## src/rtl/stream_occ_fifo.sv

```systemverilog
module stream_occ_fifo #(
  parameter int DATA_W = 32,
  parameter int DEPTH  = 16
) (
  input  logic              clk,
  input  logic              rst_n,
  input  logic [DATA_W-1:0] s_tdata,
  input  logic              s_tvalid,
  output logic              s_tready,
  input  logic [3:0]        s_axil_awaddr,
  input  logic              s_axil_awvalid,
  output logic              s_axil_awready,
  input  logic [DATA_W-1:0] s_axil_wdata,
  input  logic              s_axil_wvalid,
  output logic              s_axil_wready,
  output logic              s_axil_bvalid,
  input  logic              s_axil_bready,
  input  logic [3:0]        s_axil_araddr,
  input  logic              s_axil_arvalid,
  output logic              s_axil_arready,
  output logic [DATA_W-1:0] s_axil_rdata,
  output logic              s_axil_rvalid,
  input  logic              s_axil_rready,
  output logic              irq
);
  localparam int CW = $clog2(DEPTH + 1);
  localparam int PW = $clog2(DEPTH);
  localparam logic [1:0] A_STAT = 2'd0, A_DATA = 2'd1, A_THR = 2'd2, A_CTRL = 2'd3;

  logic [DATA_W-1:0] mem [DEPTH];
  logic [PW-1:0]     wptr, rptr;
  logic [CW-1:0]     count, thr;
  logic              irq_en, underflow;
  logic [DATA_W-1:0] stat_word;

  wire rd_go   = s_axil_arvalid && !s_axil_rvalid;
  wire wr_go   = s_axil_awvalid && s_axil_wvalid && !s_axil_bvalid;
  wire rd_data = rd_go && (s_axil_araddr[3:2] == A_DATA);
  wire empty   = (count == '0);
  wire push    = s_tvalid && s_tready;
  wire pop     = rd_data && !empty;

  assign s_tready       = (count != CW'(DEPTH));
  assign s_axil_arready = !s_axil_rvalid;
  assign s_axil_awready = !s_axil_bvalid;
  assign s_axil_wready  = !s_axil_bvalid;
  assign irq            = irq_en && (thr != '0) && (count >= thr);

  always_ff @(posedge clk)
    if (push) mem[wptr] <= s_tdata;

  always_ff @(posedge clk) begin
    if (!rst_n) begin
      wptr  <= '0;
      rptr  <= '0;
      count <= '0;
    end else begin
      if (push) wptr <= wptr + 1'b1;
      if (pop)  rptr <= rptr + 1'b1;
      case ({push, pop})
        2'b10:   count <= count + 1'b1;
        2'b01:   count <= count - 1'b1;
        default: count <= count;
      endcase
    end
  end

  always_comb begin
    stat_word            = '0;
    stat_word[CW-1:0]    = count;
    stat_word[16]        = s_tready;
    stat_word[17]        = underflow;
  end

  always_ff @(posedge clk) begin
    if (!rst_n) begin
      thr           <= '0;
      irq_en        <= 1'b0;
      underflow     <= 1'b0;
      s_axil_bvalid <= 1'b0;
      s_axil_rvalid <= 1'b0;
      s_axil_rdata  <= '0;
    end else begin
      if (wr_go) begin
        s_axil_bvalid <= 1'b1;
        if (s_axil_awaddr[3:2] == A_THR) thr <= s_axil_wdata[CW-1:0];
        if (s_axil_awaddr[3:2] == A_CTRL) begin
          irq_en <= s_axil_wdata[0];
          if (s_axil_wdata[1]) underflow <= 1'b0;
        end
      end else if (s_axil_bready) begin
        s_axil_bvalid <= 1'b0;
      end

      if (rd_data && empty) underflow <= 1'b1;

      if (rd_go) begin
        s_axil_rvalid <= 1'b1;
        case (s_axil_araddr[3:2])
          A_STAT:  s_axil_rdata <= stat_word;
          A_DATA:  s_axil_rdata <= empty ? '0 : mem[rptr];
          A_THR:   s_axil_rdata <= DATA_W'(thr);
          default: s_axil_rdata <= DATA_W'(irq_en);
        endcase
      end else if (s_axil_rready) begin
        s_axil_rvalid <= 1'b0;
      end
    end
  end
endmodule

```

## config.mk

```make
export PLATFORM = sky130hd
export DESIGN_NAME = stream_occ_fifo
export DESIGN_NICKNAME = d
export VERILOG_FILES = /design/src/rtl/stream_occ_fifo.sv
export SDC_FILE = /design/constraint.sdc
export NUM_CORES = 1
export LEC_CHECK = 0
export BUFFER_PORTS_ARGS = -buffer_cell sky130_fd_sc_hd__buf_2
export CAP_MARGIN = 30
export CORE_MARGIN = 2
export CORE_UTILIZATION = 30
export DETAILED_ROUTE_END_ITERATION = 10
export GPL_TIMING_DRIVEN = 0
export SETUP_SLACK_MARGIN = 0.1
export SKIP_CTS_REPAIR_TIMING = 1
export SYNTH_ARGS = -nofsm -noshare
export SYNTH_HDL_FRONTEND = slang
export SYNTH_SLANG_ARGS = --single-unit
```

## constraint.sdc

```tcl
create_clock -name clk -period 9.8 [get_ports clk]
set_input_delay 0.49 -clock clk [delete_from_list [all_inputs] [get_ports clk]]
set_output_delay 0.49 -clock clk [all_outputs]
set_load 0.02 [all_outputs]
```

==> Word level (Yosys, flattened, before mapping) <==
Memory sizes are Yosys's and may differ from the RTL's. A register that Yosys moved wholly into a read port is not among the register bits.
Index checks and enable logic that the tools add are counted.
{ "word_totals": {"register_bits": 54, "ramBits": 512, "input_bits": 80, "output_inout_bits": 39, "wordCells": 61, "mem_count": 1} }
{ "op_classes": {"add_sub_neg": 4, "order_cmp": 1, "eq_ne": 7, "muxes": 15, "reduce_logical": 24} }
{ "memory_table": {"columns": ["memory", "words", "width", "rd", "rd_ports_with_merged_regs", "wr", "line_no", "text"], "rows": [
  ["mem", 16, 32, 1, 1, 1, "30", "logic [DATA_W-1:0] mem [DEPTH];"]
]} }
{ "ops": {"columns": ["op", "n"], "rows": [
  ["32-bit one-hot mux with 3 select lines", 1],
  ["32-bit 2-to-1 mux", 1],
  ["2-bit nonzero test", 6],
  ["1-bit 2-to-1 mux", 10],
  ["5-bit one-hot mux with 2 select lines", 1],
  ["1-bit logical AND", 9],
  ["4-bit by 1-bit adder with 4-bit output, second input constant", 2],
  ["2-bit == test, second input constant", 4],
  ["4-bit 2-to-1 mux", 2],
  ["5-bit by 1-bit adder with 5-bit output, second input constant", 1],
  ["5-bit greater-or-equal comparator", 1],
  ["5-bit zero test", 1],
  ["5-bit inequality test, second input constant", 1],
  ["5-bit nonzero test", 1],
  ["5-bit by 1-bit subtractor with 5-bit output, second input constant", 1],
  ["2-bit by 1-bit == test with 1-bit output, second input constant", 2],
  ["2-bit AND reduction", 2],
  ["1-bit zero test", 3],
  ["3-bit AND reduction", 1],
  ["2-bit zero test", 1]
]} }

==> Logic depth before layout (Yosys ltp) <==
{ "depth": {"ltp_word": 6, "mapped_depth": 12, "ltp_nobuf": 10} }

==> Worst setup path before layout <==
Ideal clock, no wire load.
{ "synth_timing": {"kind": "flip-flop to flip-flop", "startpoint": "register count[1]", "endpoint": "memory mem[3][0] (enable)", "setup_ns": 0.461, "arrival_ns": 3.490, "required_time_ns": 9.339, "slack_ns": 5.849, "stages_incl_launch_ff": 7, "n_path_buf": 2, "synth_period_minus_slack_ns": 3.951, "path_cell_list": "dfxtp_1 > clkbuf_1 > nor4_1 > a21oi_1 > buf_2 > nand2_1 > nor3_1"} }
{ "synth_via": {"elab_chain_cells": 4} }
{ "synth_rtl": {"columns": ["item", "line_no", "text"], "rows": [
  ["start, declared", "32", "logic [CW-1:0] count, thr;"],
  ["start signal, assigned", "61", "2'b10: count <= count + 1'b1;"],
  ["start signal, assigned", "62", "2'b01: count <= count - 1'b1;"],
  ["start signal, assigned", "63", "default: count <= count;"],
  ["5-bit inequality test", "43", "assign s_tready = (count != CW'(DEPTH));"],
  ["1-bit logical AND", "40", "wire push = s_tvalid && s_tready;"],
  ["1-bit 2-to-1 mux", "50", "if (push) mem[wptr] <= s_tdata;"],
  ["1-bit 2-to-1 mux (not written as such)", "50", null],
  ["end, declared", "30", null]
]} }
Every way passes these cells.

==> Final worst setup path <==
{ "layout_timing": {"startpoint": "register count[2]", "endpoint": "memory mem[0][22] (enable)"} }
Same word-level chain as after synthesis.

==> flow_metrics.py <==
metrics = {
    "status": {
        "outcome": "finished, final reports clean",
    },
    "placement": {
        "portBuffers": 86,
        "gp_congestion": 0.7806,
        "placed_cells": 2180,
        "hpwl_mm": 35.38,
    },
    "logic_synthesis": {
        "syn_avg_cell_area_sq_um": 20.06,
        "synth_seq_cells": 570,
        "synth-async-reset-ratio_pct": 0,
        "synthFlopType": "edfxtp_1",
        "synth_edf_count": 512,
        "synth.distinct_cells": 52,
        "synth_nets": 1195,
        "synth_area_sq_um": 22130,
        "synthCells": 1103,
        "ys_warn_count": 0,
        "synth.yosys.seq_area_share_pct": 74.73,
    },
    "sta": {
        "grt_setup_unrepaired": "false",
        "setup_viol": 0,
        "worstMarginPinSlew_ns": 0.9057,
        "finalCritPeriodShare_pct": 34.40,
        "worst_slew_margin_rel_pct": 39.62,
        "hold_violations": 0,
        "hold_slack_ns": 0.1492,
        "max_clock_freq_ghz": 0.2966,
        "min_period_ns": 3.372,
        "fin_setup_tns_ns": 0,
        "clock_skew_ns": 0.03720,
        "finalMaxSlewViolations": 0,
    },
    "routing": {
        "routed_wl_mm": 53.25,
        "wire_per_inst_microns": 23.34,
        "drtIter0Drc": 1149,
        "drtAntennaViolNets": 0,
        "vias": 11320,
        "via_per_inst": 4.961,
        "drc": 0,
        "drtPass1Iterations": 5,
    },
    "floorplanning": {
        "dieArea_sq_um": 75940,
        "rows": 99,
        "core_sq_um": 72960,
        "io_pins": 119,
        "start_util_pct": 30.33,
        "die_w_microns": 275.6,
        "die_h_microns": 275.6,
    },
    "job": {
        "cap_violations": 0,
    },
    "final_layout": {
        "drive_gt1_share_pct": 29.33,
        "final.fill_count": 6688,
        "fin_cells": 2282,
        "multi_input_area_sq_um": 5314,
        "regArea_sq_um": 16540,
        "nets": 1371,
        "antennaDiodeCount": 0,
        "syn_to_final_growth_pct": 18.42,
    },
    "global_route": {
        "grt_usage_pct": 14.07,
        "grt_pass1_vias": 11370,
        "grt_max_degree": 21,
        "grt_pass1_wl_mm": 77.66,
        "grt_overflow": 0,
        "antenna_found_initial": 6,
    },
    "clocking": {
        "cts_made_buffers": 54,
        "root_buffer": "clkbuf_16",
        "clkSlewWorstSetupHoldPaths_ns": 0.06,
        "clk_path_buf_depth": 3,
        "cts.sinks": 570,
        "cts_tree": "yes",
        "clk_latency_ns": 0.63,
        "htree_levels": 2,
    },
    "worst_setup_path": {
        "worstRegToRegCells": 10,
        "cp_max_fo": 10,
        "cp.arrival_ns": 3.69,
        "cp-end-kind": "register",
        "cp-start-kind": "register",
        "crit_type": "reg -> reg",
        "required_ns": 10.12,
        "cpMaxStageDelayCell": "nor3_2",
        "worstPathCellList": "clkbuf_1 > nor4_1 > a21oi_1 > buf_2 > nand2_1 > nor3_2 > buf_6 > buf_8 > buf_6 > buf_8",
        "slowest_delay_ns": 0.61,
    },
    "power_and_ir_drop": {
        "vdd_drop_max_mv": 0.1462,
        "p_leak_nw": 8.230,
        "powerDensity_nw_per_um2": 192.8,
    },
    "hold_path": {
        "whs_path_depth": 3,
        "hold_class": "in -> reg",
    },
}
==> area by class of cell <==
cell class / count / share of cell area (%)
repair buffers: 120 / 3.801
clock buffers: 67 / 5.382
inverters: 12 / 0.1719
clock inverters: 33 / 1.375
well taps: 959 / 4.579
plain buffers: 69 / 1.304
flip-flops and latches: 570 / 63.11
multi-input cells: 452 / 20.28
==> registers in the layout, summed over array words and instances, names as in the netlist, named ones only <==
signal and count:
mem 512, underflow 1, count 5, rptr 4
wptr 4, s_axil_bvalid 1, s_axil_rvalid 1, thr 5
s_axil_rdata 32, irq_en 1
==> Yosys cell counts, types with 3 or more instances <==
cell | count | area share, %
and2_1 | 13 | 0.37
dfxtp_1 | 58 | 5.2
xnor2_1 | 6 | 0.24
clkbuf_1 | 38 | 0.64
edfxtp_1 | 512 | 69
nand3_1 | 4 | 0.090
nand2b_1 | 4 | 0.11
a22o_1 | 26 | 1.0
nand2_1 | 21 | 0.36
o21ai_0 | 10 | 0.23
mux2_2 | 10 | 0.51
nor2_1 | 16 | 0.27
buf_1 | 3 | 0.051
a22o_2 | 3 | 0.14
buf_4 | 6 | 0.20
inv_1 | 12 | 0.20
o221ai_1 | 3 | 0.12
nor3_1 | 7 | 0.16
mux4_2 | 128 | 13
o21a_1 | 4 | 0.14
buf_2 | 18 | 0.41
mux2i_1 | 39 | 1.8
xor2_1 | 3 | 0.12
nor4_1 | 3 | 0.085
ha_1 | 12 | 0.68
a21oi_1 | 43 | 0.97
a211oi_1 | 28 | 0.95
nor2b_1 | 42 | 1.2
==> final timing paths <==
path	slack (ns)	start	endpoint
worst max-delay path	6.43	count[2]	mem[0][22]
worst min-delay path	0.15	s_axil_wdata[3]	thr[3]
worst max register to register	6.43	count[2]	mem[0][22]
worst min register to register	0.47	s_axil_rdata[7]	s_axil_rdata[7]
==> cell usage in the layout (no fill, tap or decap), drive strengths merged, types with 3 or more instances in the layout <==
cell type,count
inv,14
dfxtp,58
nand3,4
nand2,21
a21oi,43
mux4,128
o21ai,10
ha,12
clkbuf,105
nor4,3
clkinvlp,3
mux2,10
nor2,16
bufinv,6
and2,14
edfxtp,512
o21a,4
nor3,7
nand2b,4
xnor2,6
nor2b,42
xor2,3
buf,151
clkinv,22
o221ai,3
a211oi,28
mux2i,39
a22o,29
==> stage by stage <==
| step | worst slack [ns] | area [sq um] | util (%) | total power, mW |
|---|---|---|---|---|
| after floorplan | 5.849 | 22130 | - | 2.899 |
| after CTS | 6.471 | 26180 | 35.88 | 5.100 |
| final | 6.428 | 26200 | 35.91 | 5.053 |
| after global routing | 6.233 | 26200 | 35.91 | 5.212 |
| after global placement | 2.572 | 23760 | 32.56 | 2.992 |
| after detailed placement | 6.487 | 24410 | 33.45 | 3.011 |
==> logic make-up after synthesis <==
kind of cell               count (synthesis)  share of synthesized area (%)
AOI/OAI and AO/OA                        129                          3.987
xor gates and xnor gates                   9                         0.3563
adders and majority gates                 12                         0.6786
buffers and inverters                     81                          1.747
DFF                                      570                          74.73
muxes                                    177                          15.30
and+or+nand+nor                          125                          3.195
==> power breakdown <==
part / internal (mW) / total, mW / switching, mW
registers: 2.69 / 2.70 / 0.0142
clock network: 1.19 / 2.10 / 0.909
logic: 0.106 / 0.257 / 0.151
total: 3.98 / 5.05 / 1.07
==> worst max-delay path: cells and delay by family, from the launching register on <==
kind	cells	cell delay, ns
buf+inv	6	1.41
simple gates	3	1.00
flops	1	0.40
compound gates	1	0.25
==> per-layer routing <==
metal  GRT usage [%]  up-vias  share of wire [%]
met3           3.175       78                7.3
li1                -     4878                  -
met5               0        -              0.086
met4           3.073        8                1.7
met2           22.07      386                 47
met1           20.01     5972                 44
Power figures use the tool's default switching activity.
